===== src/rtl/exe_pkg.sv =====
package exe_pkg;
  localparam int unsigned DATA_W = 32;

  typedef enum logic [1:0] {
    ALU_ADD = 2'd0,
    ALU_SUB = 2'd1,
    ALU_AND = 2'd2,
    ALU_XOR = 2'd3
  } alu_fn_e;

  typedef enum logic [3:0] {
    JC_ALW = 4'd0,
    JC_LE  = 4'd1,
    JC_LT  = 4'd2,
    JC_EQ  = 4'd3,
    JC_NE  = 4'd4,
    JC_GE  = 4'd5,
    JC_GT  = 4'd6
  } jmp_fn_e;

  typedef struct packed {
    logic of;
    logic zf;
    logic sf;
  } cc_t;

  localparam cc_t CC_RESET = '{of: 1'b0, zf: 1'b1, sf: 1'b0};
endpackage


===== src/rtl/exe_alu.sv =====
module exe_alu #(
  parameter int unsigned W = exe_pkg::DATA_W
) (
  input  logic [1:0]   fn_i,
  input  logic [W-1:0] a_i,
  input  logic [W-1:0] b_i,
  output logic [W-1:0] res_o,
  output exe_pkg::cc_t flg_o
);
  import exe_pkg::*;

  localparam int unsigned MSB = W - 1;

  logic [W-1:0] sum, dif;
  logic         ovf_add, ovf_sub;

  assign sum = b_i + a_i;
  assign dif = b_i - a_i;

  // signed overflow, operand order follows the subtraction (b - a)
  assign ovf_add = (a_i[MSB] == b_i[MSB]) && (sum[MSB] != a_i[MSB]);
  assign ovf_sub = (a_i[MSB] != b_i[MSB]) && (dif[MSB] != b_i[MSB]);

  always_comb begin
    unique case (alu_fn_e'(fn_i))
      ALU_ADD: res_o = sum;
      ALU_SUB: res_o = dif;
      ALU_AND: res_o = a_i & b_i;
      default: res_o = a_i ^ b_i;
    endcase
  end

  always_comb begin
    flg_o.zf = (res_o == '0);
    flg_o.sf = res_o[MSB];
    unique case (alu_fn_e'(fn_i))
      ALU_ADD: flg_o.of = ovf_add;
      ALU_SUB: flg_o.of = ovf_sub;
      default: flg_o.of = 1'b0;
    endcase
  end
endmodule


===== src/rtl/exe_ccreg.sv =====
module exe_ccreg (
  input  logic         clk_i,
  input  logic         rst_ni,
  input  logic         load_i,
  input  exe_pkg::cc_t nxt_i,
  output exe_pkg::cc_t q_o
);
  import exe_pkg::*;

  cc_t q;

  always_ff @(posedge clk_i or negedge rst_ni) begin
    if (!rst_ni)     q <= CC_RESET;
    else if (load_i) q <= nxt_i;
  end

  assign q_o = q;

  // flags hold without a load
  a_r6_cc_hold: assert property (@(posedge clk_i) disable iff (!rst_ni)
    !load_i |=> $stable(q));
endmodule


===== src/rtl/exe_brcond.sv =====
module exe_brcond (
  input  logic [3:0]   jfn_i,
  input  exe_pkg::cc_t cc_i,
  output logic         taken_o
);
  import exe_pkg::*;

  logic lt;
  assign lt = cc_i.sf ^ cc_i.of;

  always_comb begin
    unique case (jfn_i)
      JC_ALW:  taken_o = 1'b1;
      JC_LE:   taken_o = lt | cc_i.zf;
      JC_LT:   taken_o = lt;
      JC_EQ:   taken_o = cc_i.zf;
      JC_NE:   taken_o = ~cc_i.zf;
      JC_GE:   taken_o = ~lt;
      JC_GT:   taken_o = ~lt & ~cc_i.zf;
      default: taken_o = 1'b0;
    endcase
  end
endmodule


===== src/rtl/exe_unit.sv =====
module exe_unit #(
  parameter int unsigned DATA_W = exe_pkg::DATA_W
) (
  input  logic              clk_i,
  input  logic              rst_ni,
  input  logic [1:0]        alu_fn_i,
  input  logic [DATA_W-1:0] alu_a_i,
  input  logic [DATA_W-1:0] alu_b_i,
  input  logic              set_cc_i,
  input  logic [3:0]        jmp_fn_i,
  output logic [DATA_W-1:0] val_e_o,
  output logic [2:0]        cc_o,
  output logic              bch_o
);
  import exe_pkg::*;

  cc_t flg_nxt, flg_q;

  exe_alu #(.W(DATA_W)) u_alu (
    .fn_i  (alu_fn_i),
    .a_i   (alu_a_i),
    .b_i   (alu_b_i),
    .res_o (val_e_o),
    .flg_o (flg_nxt)
  );

  exe_ccreg u_cc (
    .clk_i  (clk_i),
    .rst_ni (rst_ni),
    .load_i (set_cc_i),
    .nxt_i  (flg_nxt),
    .q_o    (flg_q)
  );

  exe_brcond u_br (
    .jfn_i   (jmp_fn_i),
    .cc_i    (flg_q),
    .taken_o (bch_o)
  );

  assign cc_o = flg_q;

  // a load records zero and sign of the previous result
  a_r4_zf_load: assert property (@(posedge clk_i) disable iff (!rst_ni)
    set_cc_i |=> (cc_o[1] == ($past(val_e_o) == '0)) && (cc_o[0] == $past(val_e_o[DATA_W-1])));

  // logic operations clear overflow
  a_r5_logic_of: assert property (@(posedge clk_i) disable iff (!rst_ni)
    (set_cc_i && alu_fn_i[1]) |=> !cc_o[2]);

  // unused jump codes never branch
  a_r9_undef_jfn: assert property (@(posedge clk_i) disable iff (!rst_ni)
    (jmp_fn_i > 4'd6) |-> !bch_o);

  // unconditional code always branches
  a_r8_always: assert property (@(posedge clk_i) disable iff (!rst_ni)
    (jmp_fn_i == 4'd0) |-> bch_o);
endmodule


===== config.mk =====
export PLATFORM = sky130hd
export DESIGN_NAME = exe_unit
export DESIGN_NICKNAME = d
export VERILOG_FILES = /design/src/rtl/exe_pkg.sv /design/src/rtl/exe_alu.sv /design/src/rtl/exe_ccreg.sv /design/src/rtl/exe_brcond.sv /design/src/rtl/exe_unit.sv
export SDC_FILE = /design/constraint.sdc
export NUM_CORES = 1
export LEC_CHECK = 0
export BUFFER_PORTS_ARGS = -buffer_cell sky130_fd_sc_hd__buf_2
export CORE_ASPECT_RATIO = 1.4
export CORE_UTILIZATION = 52
export DETAILED_ROUTE_END_ITERATION = 16
export HOLD_SLACK_MARGIN = 0.06
export PLACE_DENSITY = 0.81
export RECOVER_POWER = 50
export SYNTH_ARGS = -nofsm -noshare
export SYNTH_HDL_FRONTEND = slang
export SYNTH_HIERARCHICAL = 1
export SYNTH_SLANG_ARGS = --single-unit

===== constraint.sdc =====
create_clock -name clk_i -period 4.93 [get_ports clk_i]
set_input_delay 1.2325 -clock clk_i [delete_from_list [all_inputs] [get_ports clk_i]]
set_output_delay 1.2325 -clock clk_i [all_outputs]
set_load 0.01 [all_outputs]

==> impl_metrics.py, run 1 <==
metrics = {
    "synthesis": {
        "synth_area_sq_um": 4910,
        "async_flop_share": 1.00,
        "yosysUniqueCellTypes": 88,
        "synth_fp_nets": 866,
        "synth-edff-count": 0,
        "yosysWarningCount": 6,
        "postSynthCellCount": 727,
        "synth_ff_type": "dfrtp_1",
        "ys_seq_area_frac": 0.0155,
        "ys_ff_latch": 3,
        "syn_area_per_cell_sq_um": 6.76,
    },
    "outcome": {
        "stop_error": "[ERROR GRT-0232] Routing congestion too high. Check the congestion heatmap in the GUI.",
        "outcome": "aborted with a tool error",
        "haltStage": "5_1_grt",
    },
    "cts": {
        "clockRootBuffer": "clkbuf_16",
        "cts_sinks": 3,
        "ctsHoldBuffers": 0,
        "htreeDepth": 1,
        "cts_buffers": 3,
        "cts.path.max_buffers": 2,
    },
    "placement": {
        "place.port_buffers": 108,
        "gp_congestion": 1.06,
        "dp_hpwl_mm": 16.7,
    },
    "floorplanning": {
        "die_h_microns": 117,
        "initial_core_util": 0.541,
        "io-pin-count": 109,
        "die_w_microns": 84.2,
        "num_rows": 41,
    },
    "grt": {
        "overflow": 1,
        "grt_use_total": 0.535,
        "grt_max_degree": 26,
    },
    "sta": {
        "crit_endpoint": "val_e_o[30]",
        "worstEpCategory": "primary output",
    },
}
[stage by stage]
step / setup slack, ps / cell area [sq um] / utilization / hold slack [ps] / instances
2_1_floorplan: 25.0 / 4930 / - / 591 / 727
3_3_place_gp: -353 / 6730 / 0.741 / 531 / 1091
3_5_place_dp: -406 / 6730 / 0.741 / 539 / 1091
4_1_cts: -191 / 7400 / 0.815 / 554 / 1119
[logic make-up after synthesis]
group	share of synthesized area
AO/OA/AOI/OAI	0.377
XOR/XNOR	0.0374
adder cells (fa/ha/maj)	0.171
buffers and inverters	0.124
flip-flops	0.0155
multiplexers	0.0372
AND/OR/NAND/NOR	0.238
[cells in the mapped netlist (7+ instances only)]
| library cell | n | area, sq um |
|---|---|---|
| mux2i_1 | 7 | 70.1 |
| or4_1 | 7 | 52.6 |
| a21oi_1 | 82 | 410 |
| a31oi_1 | 12 | 75.1 |
| nand2_1 | 49 | 184 |
| o22ai_1 | 8 | 50.1 |
| nor3_1 | 22 | 110 |
| and3_1 | 7 | 43.8 |
| nor2_1 | 61 | 229 |
| nand3_1 | 18 | 90.1 |
| xnor2_1 | 19 | 166 |
| clkbuf_8 | 14 | 193 |
| nor2b_1 | 13 | 81.3 |
| o21ai_0 | 48 | 240 |
| clkbuf_1 | 21 | 78.8 |
| o211ai_1 | 14 | 105 |
| inv_1 | 69 | 259 |
| nor4_1 | 12 | 75.1 |
| nand4_1 | 8 | 50.1 |
| a21o_1 | 8 | 60.1 |
| ha_1 | 64 | 801 |
| o31ai_1 | 16 | 120 |
| mux2_2 | 8 | 90.1 |
[repair_timing]
action / 4_1_cts
gates resized for setup: 96
setup endpoints to repair: 19
pin swaps: 27
buffers inserted: 25
[metal layers]
| metal | track usage | overflow |
|---|---|---|
| met5 | 0 | 0 |
| met2 | 0.897 | 1 |
| met4 | 0.521 | 0 |
| met1 | 0.506 | 0 |
| met3 | 0.201 | 0 |
==> run 2, diff against run 1 <==
- CORE_ASPECT_RATIO: 1.4 -> unset
- CORE_UTILIZATION: 52 -> 40
- HOLD_SLACK_MARGIN: 0.06 -> unset
- PLACE_DENSITY: 0.81 -> unset
- PLACE_DENSITY_LB_ADDON: unset -> 0.15
- clock period: 4.93 -> 6.4 ns (I/O delays scaled with it)
==> impl_metrics.py, run 2 <==
metrics = {
    "finish": {
        "fin_util": 0.464,
        "final_common_cell": "buf_2",
        "fillers": 1299,
        "area_growth_pct": 13.5,
        "antenna_cells": 0,
        "largest_reg_flops": 3,
        "drive_gt1_frac": 0.200,
        "final_nets": 958,
        "final_cell_mix": "buf_2, a21oi_1, inv_1",
    },
    "outcome": {
        "violations": "capacitance limit, slew limit",
        "outcome": "finished with violations",
    },
    "synthesis": {
        "yosysUniqueCellTypes": 88,
        "post-synth-top-area-fraction": 0.163,
        "synth_ff_type": "dfrtp_1",
        "postSynthCellCount": 727,
        "ys_ff_latch": 3,
        "yosys.area.top_type": "ha_1",
        "synth_common_cells": "a21oi_1, inv_1, ha_1",
        "synth.area.top_cells": "ha_1, a21oi_1, inv_1, o21ai_0, nor2_1",
        "async_flop_share": 1.00,
        "synth-edff-count": 0,
        "synth_area_sq_um": 4910,
        "ys_seq_area_frac": 0.0155,
        "synth_fp_nets": 866,
        "syn_area_per_cell_sq_um": 6.76,
        "yosysWarningCount": 6,
        "synth.most_common_cell": "a21oi_1",
    },
    "sta": {
        "setup_viol": 0,
        "slew_viol_final": 29,
        "worst_clock_skew_ps": 0,
        "fin_tns_setup_ps": 0,
        "rsz0062_at_grt": "no",
        "whs_ps": 561,
        "fin_crit_sh": 0.968,
        "hold_viol_final": 0,
        "period_needed_ps": 6190,
        "worst_slew_margin_rel": -0.0456,
        "max_freq_mhz": 161,
        "worst_pin_slew_ps": 1570,
    },
    "power": {
        "power_density_nw_per_um2": 126,
        "finalPower_mw": 0.705,
        "ir_drop_mv": 0.0588,
        "leakage_nw": 2.55,
    },
    "grt": {
        "antenna_found_initial": 0,
        "grt_pass1_wl_mm": 28.9,
        "grt_max_degree": 39,
        "grt_pass1_vias": 5683,
        "grt_use_total": 0.274,
        "overflow": 0,
    },
    "critical_path": {
        "path_class": "in2out",
        "cp_common_cell": "buf_2",
        "crit_path_max_incr_delay_ps": 500,
        "cp.required_ps": 4800,
        "cp_max_fo": 10,
        "arrival_ps": 4590,
        "slowest_stage": "a2111oi_4",
        "critPathLaunchType": "input port",
        "crit_chain": "buf_2, inv_1, ha_1, nor2_1, o211ai_1, a2111oi_4, o2111ai_1, a21oi_2, a211o_1, a21oi_1, a21bo_2, nand2_1, nand4_1, buf_2",
        "end_kind": "output port",
    },
    "routing": {
        "wl_mm": 17.8,
        "drtIter0Drc": 651,
        "viasPerCell": 6.22,
        "drtPass1Iterations": 6,
        "vias": 6006,
        "drtAntennaViolNets": 0,
        "drc": 0,
        "wl_per_cell_microns": 18.4,
    },
    "cts": {
        "cts.path.max_buffers": 2,
        "clockRootBuffer": "clkbuf_16",
        "ctsHoldBuffers": 0,
        "cts_sinks": 3,
        "insertion_delay_ps": 220,
        "cts_tree": "yes",
        "clk_pin_slew_ps": 30,
        "htreeDepth": 1,
        "cts_buffers": 3,
    },
    "hold_path": {
        "min_path_type": "reg2reg",
    },
    "floorplanning": {
        "die_area_sq_um": 12700,
        "initial_core_util": 0.409,
        "die_h_microns": 113,
        "io-pin-count": 109,
        "die_w_microns": 113,
        "num_rows": 40,
        "coreArea_sq_um": 12000,
    },
    "placement": {
        "place.port_buffers": 108,
        "dp_hpwl_mm": 14.1,
        "gp_congestion": 0.924,
    },
    "run": {
        "drv_cap": 1,
    },
}
==> run 2: cell families (layout without fill, tap and decap cells) <==
family                   Yosys count  after routing  synth area share
XOR/XNOR                          21             21            0.0374
AND/OR/NAND/NOR                  230            230             0.238
buffers and inverters            117            208             0.124
flip-flops                         3              3            0.0155
AO/OA/AOI/OAI                    274            274             0.377
multiplexers                      16             16            0.0372
adder cells (fa/ha/maj)           66             66             0.171
==> run 2: path summary, 6_finish.rpt <==
kind,start,end,slack [ps],cells after the start
setup / recovery,alu_a_i[4],val_e_o[31],210,14
hold / removal,u_cc/q_o[0],u_cc/q_o[0],560,1
setup reg to reg,u_cc/q_o[1],u_cc/q_o[1],5550,1
hold reg to reg,u_cc/q_o[0],u_cc/q_o[0],560,1
max in group asynchronous,rst_ni,u_cc/q_o[1],4980,1
min in group asynchronous,rst_ni,u_cc/q_o[0],1180,1
==> run 2: per-stage QoR <==
| stage | setup slack [ps] | cell area [sq um] | std cells |
|---|---|---|---|
| floorplan | 632 | 4910 | 727 |
| global placement | 236 | 5480 | 960 |
| detailed placement | 161 | 5480 | 960 |
| CTS | 122 | 5560 | 964 |
| global route | 0.642 | 5580 | 965 |
| finish | 207 | 5580 | 965 |
==> run 2: final cells by class <==
class                      instances  area [sq um]  area share
clock buffer                       4          78.8      0.0141
inverter                          70           263      0.0471
multi-input combinational        607          4270       0.765
sequential                         3          76.3      0.0137
tap                              147           184      0.0330
timing repair buffer             134           711       0.127
==> run 2: critical path: cells and delay by family <==
family                     cells  cell delay [ps]
buffers and inverters          3              340
AOI/OAI and AO/OA              7             1790
adders and majority gates      1              400
and+or+nand+nor                3              460
==> run 2: power by group <==
group / leakage [nW] / internal [mW] / switching, mW
Combinational: 2.48 / 0.226 / 0.357
Sequential: 0.0363 / 0.0211 / 0.00187
Clock: 0.0382 / 0.0822 / 0.0170
Total: 2.55 / 0.329 / 0.376
==> run 2: repair_timing <==
item                                   4_1_cts  5_1_grt
gates resized for setup                      0        7
setup endpoints to repair                    0        2
endpoints found under the hold margin        0        0
buffers inserted                             0        1
==> run 2: per-layer routing <==
layer  share of wire  routed length, microns  track usage  vias up
li1                -                       -            -     2885
met1            0.45                    7930        0.376     2812
met4           0.021                     365       0.0587        0
met5               0                       0            0        -
met2            0.46                    8210        0.463      284
met3           0.072                    1280       0.0262       25
Power figures use the tool's default switching activity.
==> run 3, diff against run 2 <==
- ABC_AREA: unset -> 1
- CTS_CLUSTER_DIAMETER: unset -> 200
==> impl_metrics.py, run 3 <==
metrics = {
    "outcome": {
        "outcome": "finished with violations",
        "violations": "capacitance limit, slew limit",
    },
    "floorplanning": {
        "coreArea_sq_um": 15100,
        "num_rows": 45,
        "die_h_microns": 126,
        "io-pin-count": 109,
        "die_w_microns": 126,
        "die_area_sq_um": 15900,
        "initial_core_util": 0.407,
    },
    "synthesis": {
        "post-synth-top-area-fraction": 0.276,
        "ys_seq_area_frac": 0.0124,
        "synth.most_common_cell": "nand2_1",
        "yosys.area.top_type": "nand2_1",
        "synth-edff-count": 0,
        "postSynthCellCount": 1271,
        "synth_fp_nets": 1410,
        "synth_common_cells": "nand2_1, inv_1, nand3_1",
        "synth_ff_type": "dfrtp_1",
        "syn_area_per_cell_sq_um": 4.85,
        "synth_area_sq_um": 6170,
        "synth.area.top_cells": "nand2_1, inv_1, ha_1, nand3_1, nor2_1",
        "async_flop_share": 1.00,
        "yosysUniqueCellTypes": 40,
        "yosysWarningCount": 6,
        "ys_ff_latch": 3,
    },
    "power": {
        "p_switching_mw": 0.452,
        "p_sw_frac": 0.598,
        "power_density_nw_per_um2": 112,
        "clockPowerShare": 0.132,
        "internal-power_mw": 0.303,
        "seqPwrFrac": 0.030,
        "ir_drop_mv": 0.0781,
        "finalPower_mw": 0.755,
        "leakage_nw": 4.11,
        "combPwrFrac": 0.839,
    },
    "routing": {
        "wl_per_cell_microns": 14.9,
        "vias": 8015,
        "drtAntennaViolNets": 0,
        "viasPerCell": 5.22,
        "drtPass1Iterations": 6,
        "drtIter0Drc": 812,
        "wl_mm": 22.9,
        "drc": 0,
    },
    "cts": {
        "postCtsSetupBuffers": 0,
        "cts_tree": "yes",
        "clk_pin_slew_ps": 30,
        "cts_sinks": 3,
        "postCtsResizedCells": 0,
        "insertion_delay_ps": 230,
        "htreeDepth": 1,
        "cts.path.max_buffers": 2,
        "ctsHoldBuffers": 0,
        "cts_buffers": 3,
        "clockRootBuffer": "clkbuf_16",
    },
    "sta": {
        "slew_viol_final": 29,
        "fin_tns_setup_ps": 0,
        "whs_ps": 502,
        "worst_slew_margin_rel": -0.221,
        "max_freq_mhz": 168,
        "fin_crit_sh": 0.933,
        "worst_clock_skew_ps": 0,
        "hold_viol_final": 0,
        "worst_pin_slew_ps": 1830,
        "setup_viol": 0,
        "rsz0062_at_grt": "no",
        "period_needed_ps": 5970,
    },
    "finish": {
        "final_nets": 1488,
        "drive_gt1_frac": 0.110,
        "final_common_cell": "nand2_1",
        "largest_reg_flops": 3,
        "final_cell_mix": "nand2_1, inv_1, nand3_1",
        "antenna_cells": 0,
        "area_growth_pct": 9.45,
        "fillers": 1774,
    },
    "critical_path": {
        "cp.required_ps": 4800,
        "r2r_slack_ps": 5670,
        "end_kind": "output port",
        "path_class": "in2out",
        "critPathLaunchType": "input port",
        "arrival_ps": 4370,
        "cp_max_fo": 28,
    },
    "run": {
        "drv_cap": 1,
    },
    "grt": {
        "overflow": 0,
        "grt_pass1_wl_mm": 36.0,
        "grt_pass1_vias": 7114,
        "grt_max_degree": 33,
        "grt_use_total": 0.286,
        "antenna_found_initial": 0,
    },
    "placement": {
        "dp_hpwl_mm": 19.1,
        "gp_congestion": 1.00,
        "place.port_buffers": 108,
    },
    "hold_path": {
        "min_path_type": "reg2reg",
    },
}
[run 3: changes by cell type after synthesis, moves of 20 or more]
cell / change
a21oi_1: -39
inv_1: +174
nand2_1: +405
nand3_1: +134
nand4_1: +27
nor2_1: +65
o21ai_0: -20
[run 3: worst paths after layout]
path | endpoint | start | cells after the start
min in group asynchronous | u_cc/q_o[0] | rst_ni | 1
min | u_cc/q_o[1] | u_cc/q_o[1] | 2
max | val_e_o[14] | alu_fn_i[0] | 9
min reg2reg | u_cc/q_o[1] | u_cc/q_o[1] | 2
max reg2reg | u_cc/q_o[1] | u_cc/q_o[1] | 2
max in group asynchronous | u_cc/q_o[1] | rst_ni | 1
[run 3: cell type report]
type | count | area [sq um] | area share
clock buffers | 4 | 78.8 | 0.0117
repair buffers | 110 | 539 | 0.0799
inverters | 252 | 946 | 0.140
multi-input cells | 979 | 4880 | 0.722
well taps | 188 | 235 | 0.0348
flip-flops and latches | 3 | 76.3 | 0.0113
[run 3: per-stage QoR]
step / worst slack, ps / instances / instance area [sq um] / util
6_report: 431 / 1536 / 6750 / 0.446
5_1_grt: 381 / 1536 / 6750 / 0.446
4_1_cts: 1000 / 1536 / 6780 / 0.448
3_5_place_dp: 1020 / 1532 / 6700 / 0.442
3_3_place_gp: 1030 / 1532 / 6700 / 0.442
2_1_floorplan: 1650 / 1271 / 6170 / -
[run 3: critical path, stage by stage]
cell and delay (ps):
buf_2 380, inv_1 130, nor2_2 140, clkbuf_1 1330, nand3_1 220, nand3_1 170
nand2_1 160, inv_1 90, buf_2 120
[run 3: per-layer routing]
layer  up-vias  GRT usage  wire, microns
li1       4088          -              -
met1      3530      0.398          10300
met2       363      0.463           9810
met3        34     0.0404           2390
met4         0     0.0602            461
met5         -          0              0
[run 3: cell families (layout without fill, tap and decap cells)]
| logic type | count (synthesis) | in the layout | synth area share |
|---|---|---|---|
| simple gates | 816 | 816 | 0.564 |
| fa+ha+maj | 66 | 66 | 0.136 |
| flops | 3 | 3 | 0.0124 |
| buf+inv | 289 | 366 | 0.197 |
| xor+xnor | 2 | 2 | 0.00284 |
| compound gates | 95 | 95 | 0.0880 |
[run 3: power by group through the flow]
stage,combinational [mW],sequential [mW],clock (mW)
floorplan,0.442,0.0231,0
global placement,0.619,0.0224,0
detailed placement,0.621,0.0224,0
CTS,0.623,0.0222,0.101
global route,0.706,0.0228,0.104
finish,0.633,0.0223,0.0995
